$ cat src/rtl/tx_fill_pkg.sv
package tx_fill_pkg;

  localparam int DATA_W     = 8;
  localparam int FIFO_DEPTH = 3;
  localparam int ADDR_W     = 3;

  typedef enum logic [ADDR_W-1:0] {
    SEL_CTRL  = 3'd0,
    SEL_MODE  = 3'd1,
    SEL_CLEAR = 3'd2,
    SEL_SYNC  = 3'd3,
    SEL_DATA  = 3'd4
  } reg_sel_e;

  // bit positions inside the register values
  localparam int CTRL_RST_BIT  = 0;
  localparam int MODE_ONE_BIT  = 0;
  localparam int MODE_SYNC_BIT = 1;
  localparam int CLR_TUF_BIT   = 0;
  localparam int CLR_CTS_BIT   = 1;

  localparam int TRIG_LOW  = 1;
  localparam int TRIG_HIGH = 2;

endpackage

$ cat src/rtl/tx_fill_fifo.sv
module tx_fill_fifo
  import tx_fill_pkg::*;
#(
  parameter int W     = DATA_W,
  parameter int DEPTH = FIFO_DEPTH,
  localparam int CNT_W = $clog2(DEPTH + 1),
  localparam int PTR_W = (DEPTH > 1) ? $clog2(DEPTH) : 1
) (
  input  logic             clk,
  input  logic             rst_n,
  input  logic             flush,
  input  logic             push,
  input  logic             pop,
  input  logic [W-1:0]     din,
  output logic [W-1:0]     head,
  output logic [CNT_W-1:0] count
);

  logic [DEPTH-1:0][W-1:0] mem_q;
  logic [PTR_W-1:0]        wr_ptr_q, wr_ptr_n;
  logic [PTR_W-1:0]        rd_ptr_q, rd_ptr_n;
  logic [CNT_W-1:0]        cnt_q, cnt_n;
  logic [DEPTH-1:0]        slot_we;
  logic                    full, acc, do_pop;

  function automatic logic [PTR_W-1:0] ptr_inc(input logic [PTR_W-1:0] p);
    return (p == PTR_W'(DEPTH - 1)) ? '0 : p + 1'b1;
  endfunction

  assign full   = (cnt_q == CNT_W'(DEPTH));
  assign acc    = push && !full && !flush;
  assign do_pop = pop && (cnt_q != '0) && !flush;

  genvar g;
  generate
    for (g = 0; g < DEPTH; g++) begin : g_slot_we
      assign slot_we[g] = acc && (wr_ptr_q == PTR_W'(g));
    end
  endgenerate

  always_comb begin
    wr_ptr_n = wr_ptr_q;
    rd_ptr_n = rd_ptr_q;
    cnt_n    = cnt_q;
    if (flush) begin
      wr_ptr_n = '0;
      rd_ptr_n = '0;
      cnt_n    = '0;
    end else begin
      if (acc)    wr_ptr_n = ptr_inc(wr_ptr_q);
      if (do_pop) rd_ptr_n = ptr_inc(rd_ptr_q);
      cnt_n = cnt_q + CNT_W'(acc) - CNT_W'(do_pop);
    end
  end

  always_ff @(posedge clk or negedge rst_n) begin
    if (!rst_n) begin
      wr_ptr_q <= '0;
      rd_ptr_q <= '0;
      cnt_q    <= '0;
    end else begin
      wr_ptr_q <= wr_ptr_n;
      rd_ptr_q <= rd_ptr_n;
      cnt_q    <= cnt_n;
    end
  end

  // data path storage, no reset needed
  always_ff @(posedge clk) begin
    for (int i = 0; i < DEPTH; i++) begin
      if (slot_we[i]) mem_q[i] <= din;
    end
  end

  assign head  = mem_q[rd_ptr_q];
  assign count = cnt_q;

  // a write into a full queue leaves it full and unchanged in size
  p_full_drop_r2: assert property (@(posedge clk) disable iff (!rst_n)
    (push && full && !pop && !flush) |=> (count == CNT_W'(DEPTH)));

  // the requester never pops an empty queue
  p_pop_nonempty_r7: assert property (@(posedge clk) disable iff (!rst_n)
    pop |-> (count != '0));

endmodule

$ cat src/rtl/tx_fill_regs.sv
module tx_fill_regs
  import tx_fill_pkg::*;
#(
  parameter int W = DATA_W
) (
  input  logic              clk,
  input  logic              rst_n,
  input  logic              wr_en,
  input  logic [ADDR_W-1:0] wr_addr,
  input  logic [W-1:0]      wr_data,
  output logic              xrst,
  output logic              one_byte,
  output logic              tx_sync,
  output logic [W-1:0]      sync_code,
  output logic              flush,
  output logic              push,
  output logic              clr_tuf,
  output logic              clr_cts
);

  logic         xrst_q, xrst_n;
  logic [1:0]   mode_q, mode_n;
  logic [W-1:0] sync_q, sync_n;
  logic         hit_ctrl, hit_mode, hit_clear, hit_sync, hit_data;

  assign hit_ctrl  = wr_en && (wr_addr == SEL_CTRL);
  assign hit_mode  = wr_en && (wr_addr == SEL_MODE);
  assign hit_clear = wr_en && (wr_addr == SEL_CLEAR);
  assign hit_sync  = wr_en && (wr_addr == SEL_SYNC);
  assign hit_data  = wr_en && (wr_addr == SEL_DATA);

  always_comb begin
    xrst_n = xrst_q;
    mode_n = mode_q;
    sync_n = sync_q;
    if (hit_ctrl) xrst_n = wr_data[CTRL_RST_BIT];
    if (hit_mode) mode_n = {wr_data[MODE_SYNC_BIT], wr_data[MODE_ONE_BIT]};
    if (hit_sync) sync_n = wr_data;
  end

  always_ff @(posedge clk or negedge rst_n) begin
    if (!rst_n) begin
      xrst_q <= 1'b1;
      mode_q <= '0;
      sync_q <= '0;
    end else begin
      xrst_q <= xrst_n;
      mode_q <= mode_n;
      sync_q <= sync_n;
    end
  end

  assign xrst      = xrst_q;
  assign one_byte  = mode_q[0];
  assign tx_sync   = mode_q[1];
  assign sync_code = sync_q;
  assign flush     = hit_ctrl && wr_data[CTRL_RST_BIT];
  assign push      = hit_data;
  assign clr_tuf   = hit_clear && wr_data[CLR_TUF_BIT];
  assign clr_cts   = hit_clear && wr_data[CLR_CTS_BIT];

  // a flushing control write leaves the transmitter held in reset
  p_flush_holds_r8: assert property (@(posedge clk) disable iff (!rst_n)
    flush |=> xrst);

endmodule

$ cat src/rtl/tx_fill_status.sv
module tx_fill_status
  import tx_fill_pkg::*;
#(
  parameter int DEPTH = FIFO_DEPTH,
  localparam int CNT_W = $clog2(DEPTH + 1)
) (
  input  logic             clk,
  input  logic             rst_n,
  input  logic             flush,
  input  logic             push,
  input  logic             pop,
  input  logic [CNT_W-1:0] count,
  input  logic             one_byte,
  input  logic             set_tuf,
  input  logic             clr_tuf,
  input  logic             set_cts,
  input  logic             clr_cts,
  output logic             avail,
  output logic             tuf,
  output logic             cts
);

  logic             avail_q, avail_n;
  logic             tuf_q, tuf_n;
  logic             cts_q, cts_n;
  logic             acc;
  logic [CNT_W-1:0] cnt_after, free_after, trig;

  assign acc        = push && (count != CNT_W'(DEPTH));
  assign cnt_after  = count + CNT_W'(acc) - CNT_W'(pop);
  assign free_after = CNT_W'(DEPTH) - cnt_after;
  assign trig       = one_byte ? CNT_W'(TRIG_LOW) : CNT_W'(TRIG_HIGH);

  always_comb begin
    avail_n = avail_q;
    tuf_n   = tuf_q;
    cts_n   = cts_q;
    if (flush) begin
      avail_n = 1'b1;
      tuf_n   = 1'b0;
      cts_n   = 1'b0;
    end else begin
      if (push && (free_after < trig))  avail_n = 1'b0;
      if (pop  && (free_after >= trig)) avail_n = 1'b1;
      if (clr_tuf) tuf_n = 1'b0;
      if (set_tuf) tuf_n = 1'b1;
      if (clr_cts) cts_n = 1'b0;
      if (set_cts) cts_n = 1'b1;
    end
  end

  always_ff @(posedge clk or negedge rst_n) begin
    if (!rst_n) begin
      avail_q <= 1'b1;
      tuf_q   <= 1'b0;
      cts_q   <= 1'b0;
    end else begin
      avail_q <= avail_n;
      tuf_q   <= tuf_n;
      cts_q   <= cts_n;
    end
  end

  assign avail = avail_q;
  assign tuf   = tuf_q;
  assign cts   = cts_q;

  // transmitter reset leaves the flags in their clean state
  p_flush_clean_r8: assert property (@(posedge clk) disable iff (!rst_n)
    flush |=> (avail && !tuf && !cts));

  // a pop that leaves enough room raises the flag
  p_avail_pop_r4: assert property (@(posedge clk) disable iff (!rst_n)
    (pop && !push && !flush && (CNT_W'(DEPTH) - count + 1'b1 >= trig)) |=> avail);

  // a write that leaves too little room drops the flag
  p_avail_wr_r3: assert property (@(posedge clk) disable iff (!rst_n)
    (push && !pop && !flush && (count != '0) &&
     (CNT_W'(DEPTH) - count < trig + 1'b1)) |=> !avail);

  // a set in the same cycle as a clear wins
  p_cts_set_wins_r10: assert property (@(posedge clk) disable iff (!rst_n)
    (set_cts && !flush) |=> cts);

endmodule

$ cat src/rtl/sync_tx_fill.sv
module sync_tx_fill
  import tx_fill_pkg::*;
#(
  parameter int W     = DATA_W,
  parameter int DEPTH = FIFO_DEPTH,
  localparam int CNT_W = $clog2(DEPTH + 1)
) (
  input  logic              clk,
  input  logic              rst_n,
  input  logic              wr_en,
  input  logic [ADDR_W-1:0] wr_addr,
  input  logic [W-1:0]      wr_data,
  input  logic              cts_event,
  input  logic              ld_req,
  output logic [W-1:0]      ld_data,
  output logic              ld_underflow,
  output logic              sts_avail,
  output logic              sts_underflow,
  output logic              sts_cts
);

  logic             xrst, one_byte, tx_sync, flush, push, clr_tuf, clr_cts;
  logic [W-1:0]     sync_code, head;
  logic [CNT_W-1:0] count;
  logic             avail, pop, ufl_hit;
  logic [W-1:0]     ld_q, ld_n;
  logic             ufl_q, ufl_n;

  tx_fill_regs #(.W(W)) u_regs (
    .clk       (clk),
    .rst_n     (rst_n),
    .wr_en     (wr_en),
    .wr_addr   (wr_addr),
    .wr_data   (wr_data),
    .xrst      (xrst),
    .one_byte  (one_byte),
    .tx_sync   (tx_sync),
    .sync_code (sync_code),
    .flush     (flush),
    .push      (push),
    .clr_tuf   (clr_tuf),
    .clr_cts   (clr_cts)
  );

  tx_fill_fifo #(.W(W), .DEPTH(DEPTH)) u_fifo (
    .clk   (clk),
    .rst_n (rst_n),
    .flush (flush),
    .push  (push),
    .pop   (pop),
    .din   (wr_data),
    .head  (head),
    .count (count)
  );

  tx_fill_status #(.DEPTH(DEPTH)) u_status (
    .clk      (clk),
    .rst_n    (rst_n),
    .flush    (flush),
    .push     (push),
    .pop      (pop),
    .count    (count),
    .one_byte (one_byte),
    .set_tuf  (ufl_hit),
    .clr_tuf  (clr_tuf),
    .set_cts  (cts_event),
    .clr_cts  (clr_cts),
    .avail    (avail),
    .tuf      (sts_underflow),
    .cts      (sts_cts)
  );

  assign pop     = ld_req && !xrst && (count != '0);
  assign ufl_hit = ld_req && !xrst && (count == '0) && tx_sync;

  always_comb begin
    ld_n  = ld_q;
    ufl_n = ufl_hit && !flush;
    if (ld_req) begin
      if (xrst)                ld_n = '1;
      else if (count != '0)    ld_n = head;
      else if (tx_sync)        ld_n = sync_code;
      else                     ld_n = '1;
    end
  end

  always_ff @(posedge clk or negedge rst_n) begin
    if (!rst_n) begin
      ld_q  <= '1;
      ufl_q <= 1'b0;
    end else begin
      ld_q  <= ld_n;
      ufl_q <= ufl_n;
    end
  end

  assign ld_data      = ld_q;
  assign ld_underflow = ufl_q;
  assign sts_avail    = avail && !xrst;

  // a load while held in reset returns the idle fill without a pulse
  p_hold_fill_r5: assert property (@(posedge clk) disable iff (!rst_n)
    (ld_req && xrst) |=> ((ld_data == '1) && !ld_underflow));

  // every underflow pulse is mirrored by the sticky status bit
  p_ufl_sticky_r6: assert property (@(posedge clk) disable iff (!rst_n)
    ld_underflow |-> sts_underflow);

  // with sync fill off no pulse ever appears
  p_no_pulse_r7: assert property (@(posedge clk) disable iff (!rst_n)
    (ld_req && !tx_sync) |=> !ld_underflow);

  // without a request the character handed out holds
  p_ld_hold_r12: assert property (@(posedge clk) disable iff (!rst_n)
    !ld_req |=> $stable(ld_data));

endmodule

$ cat config.mk
export PLATFORM = sky130hd
export DESIGN_NAME = sync_tx_fill
export DESIGN_NICKNAME = d
export VERILOG_FILES = /design/src/rtl/tx_fill_pkg.sv /design/src/rtl/tx_fill_fifo.sv /design/src/rtl/tx_fill_regs.sv /design/src/rtl/tx_fill_status.sv /design/src/rtl/sync_tx_fill.sv
export SDC_FILE = /design/constraint.sdc
export NUM_CORES = 1
export LEC_CHECK = 0
export ABC_AREA = 1
export BUFFER_PORTS_ARGS = -buffer_cell sky130_fd_sc_hd__buf_2
export CAP_MARGIN = 0
export CORE_ASPECT_RATIO = 1.2
export CORE_MARGIN = 10
export CORE_UTILIZATION = 54
export CTS_BUF_LIST = sky130_fd_sc_hd__clkbuf_4
export CTS_CLUSTER_DIAMETER = 50
export DETAILED_ROUTE_END_ITERATION = 10
export GPL_ROUTABILITY_DRIVEN = 0
export PLACE_DENSITY = 0.77
export SYNTH_ARGS = -nofsm -noshare
export SYNTH_HDL_FRONTEND = slang
export SYNTH_SLANG_ARGS = --single-unit
$ cat constraint.sdc
create_clock -name clk -period 2.4 [get_ports clk]
set_clock_uncertainty 0.2 [all_clocks]
set_input_delay 0 -clock clk [delete_from_list [all_inputs] [get_ports clk]]
set_output_delay 0 -clock clk [all_outputs]
set_load 0.02 [all_outputs]
==> impl_metrics.ini <==
[timing]
rsz0062_at_grt = yes
setup_viol = 0
finalCritPeriodShare_pct = 99.69
max_slew_margin_pct = 50.54
finalHoldViolCount = 0
fin_crit_ps = 2393
worstMarginPinSlew_ps = 741.9
fmax_mhz = 418.0
hold_ws_ps = 168.4
slew_viol_final = 0

[setup_path]
crit_fanout = 4
cp_slowest_stage_delay_ps = 430
critical_path_class = reg2reg
crit_chain = nand2_2, nand2_2, inv_2, ha_4, inv_2, ha_4, xnor2_2, xor2_1, ha_1, a21oi_2, nand2_1, nand2_1, nand3_1
crit_buf_inv = 2
reg2reg_setup_slack_ps = 7
cpLargestDelayFamily = adder cells
end_kind = flop
cp.required_ps = 2510
crit_arrival_ps = 2500
crit_path_top_delay_cell = dfrtp_2
startpoint = u_fifo.count[1]$_DFF_PN0_
reg2reg_from = u_fifo.count[1]$_DFF_PN0_
critPathLaunchType = flop

[outcome]
status = finished clean

[power]
swShare_pct = 38.23
p_comb_share_pct = 39.2
peakVddDrop_v = 0.0006624
seqPwrFrac_pct = 44.5
switching_power_mw = 1.154
leakage_nw = 1.422
internal-power_mw = 1.864
clkPwrFrac_pct = 16.2
p_total_mw = 3.017
power_density_mw_per_mm2 = 982.8

[hold_path]
min_path_type = in2reg
min_from = wr_addr[0]

[route]
wl_per_cell_um = 16.09
drt_first_pass_iters = 4
ant_nets = 0
drtIter0Drc = 146
viasPerCell = 5.270
drcViolationCount = 0
drt_wl_total_um = 5662
vias = 1855

[synth]
synthFlopType = edfxtp_1
synth-edff-count = 24
synth_nets = 256
yosysSeqAreaShare_pct = 59.25
ys_types = 29
synth_area_mm2 = 0.002462
netlist_instances = 234
async_reset_ff_share_pct = 54.72
synth-seq-cells = 53
yosysWarnings = 0
syn_avg_cell_area_um2 = 10.52

[cells_and_area]
final_layout_size_suffix_gt1_share_pct = 29.39
diodes = 0
nets = 317
area_growth_syn_to_layout_pct = 24.69
num-fill-cells = 293
multi_input_area_um2 = 864.6
mostFrequentLayoutCell = nand2_1
register_area_mm2 = 0.001460
layout_common_cells = nand2_1 (40), nand3_1 (33), inv_1 (25), buf_2 (25), edfxtp_1 (24)

[clocking]
path_clk_slew_ps = 150
clk_latency_ps = 360
cts_buffer_depth = 2
htree_levels = 2
cts_sinks = 53
cts_tree = built
root_buffer = clkbuf_4
cts_buffers = 5

[global_route]
antenna_found_initial = 0
grt_max_degree = 17
grt_first_pass_wirelength_um = 9232
overflow = 0
first_global_vias = 1958
grt_usage_pct = 15.63

[floorplan]
die_x_um = 81.65
initial_core_util_pct = 56.91
core_mm2 = 0.004327
boundaryPins = 28
die_h_um = 93.97
rows = 26
dieArea_mm2 = 0.007672

[flow_run]
maxCapViolCount = 0

[place]
portBuffers = 27
place_hpwl_um = 3600
==> metrics by stage <==
step | TNS [ps] | cells | area, um^2 | setup WS, ps | util (%)
2_1_floorplan | 0 | 234 | 2466 | 19.28 | -
3_5_place_dp | -47.70 | 316 | 2655 | -47.70 | 61.37
6_report | 0 | 352 | 3070 | 7.425 | 70.97
4_1_cts | 0 | 350 | 2995 | 7.628 | 69.23
3_3_place_gp | 0 | 316 | 2655 | 73.47 | 61.37
5_1_grt | -134.3 | 352 | 3070 | -134.3 | 70.97
==> worst reg2reg max path: stages (launching register included) <==
cell and delay, ps:
dfrtp_2 430, nand2_2 80, nand2_2 90, inv_2 50, ha_4 250, inv_2 30
ha_4 150, xnor2_2 150, xor2_1 230, ha_1 290, a21oi_2 160, nand2_1 90
nand2_1 60, nand3_1 60
==> power by group through the flow <==
stage / clock (mW) / combinational (mW) / sequential, mW
2_1_floorplan: 0 / 0.685 / 1.39
3_3_place_gp: 0 / 0.993 / 1.35
3_5_place_dp: 0 / 1.03 / 1.36
4_1_cts: 0.491 / 1.07 / 1.34
5_1_grt: 0.535 / 1.34 / 1.37
6_report: 0.490 / 1.18 / 1.34
==> timing repair <==
action	CTS	global route
hold endpoints to repair	82	0
pin swaps	0	7
setup endpoints to repair	1	17
gates resized for setup	1	14
hold buffers	26	0
buffers inserted	0	4
gates cloned	0	0
==> registers in the layout (all words and copies together) (netlist names) <==
register          flops
ld_data               8
u_fifo.mem_q         24
u_status.avail        1
u_status.cts          1
u_regs.mode_q         2
u_regs.sync_code      8
u_fifo.rd_ptr_q       2
ld_underflow          1
u_status.tuf          1
u_fifo.wr_ptr_q       2
u_fifo.count          2
u_regs.xrst           1
==> cell usage after synthesis, types with 2 or more instances <==
master    count  area, um^2
buf_6         3       33.78
nand2_1      41       153.9
edfxtp_1     24       720.7
inv_2         6       22.52
o21ai_1       2       10.01
nand4_1       4       25.02
ha_1          6       75.07
dfstp_2      10       262.8
nor2_1       11       41.29
o21ai_0      10       50.05
nand3_1      33       165.2
nand3_2       3       30.03
dfrtp_1      19       475.5
buf_4         2       15.01
nor2_4        2       22.52
xor2_1        2       17.52
xnor2_1       2       17.52
a21oi_1       9       45.04
inv_1        28       105.1
o21ai_2       8       70.07
==> per-layer routing <==
metal | up-vias | track usage, % | share of wire, %
met5 | - | 0 | 0
met4 | 0 | 6.250 | 2.6
met3 | 12 | 4.406 | 6.5
met2 | 62 | 26.98 | 53
met1 | 879 | 17.57 | 38
li1 | 902 | - | -
==> logic make-up (layout without fill, tap and decap cells) <==
kind of cell / count (synthesis) / after routing / synth area share (%)
xor+xnor: 4 / 4 / 1.423
buf+inv: 41 / 103 / 7.520
compound gates: 30 / 30 / 7.470
fa+ha+maj: 6 / 6 / 3.049
simple gates: 100 / 100 / 21.29
flops: 53 / 53 / 59.25
==> path summary, 6_finish.rpt <==
check	to	cells past startpoint
max	u_status.avail$_DFFE_PN1P_	13
min	ld_underflow$_DFF_PN0_	5
max reg2reg	u_status.avail$_DFFE_PN1P_	13
min reg2reg	u_regs.sync_code[0]$_DFFE_PN0P_	2
max in group asynchronous	u_fifo.count[1]$_DFF_PN0_	4
min in group asynchronous	u_fifo.count[0]$_DFF_PN0_	3
==> final cells by class <==
| class | count | area share, % |
|---|---|---|
| Sequential cell | 53 | 47.56 |
| Multi-Input combinational cell | 140 | 28.16 |
| Timing Repair Buffer | 60 | 15.00 |
| Inverter | 35 | 4.442 |
| Tap cell | 56 | 2.282 |
| Clock inverter | 3 | 1.345 |
| Clock buffer | 5 | 1.222 |
No activity file was read; power rests on OpenSTA's default activity.
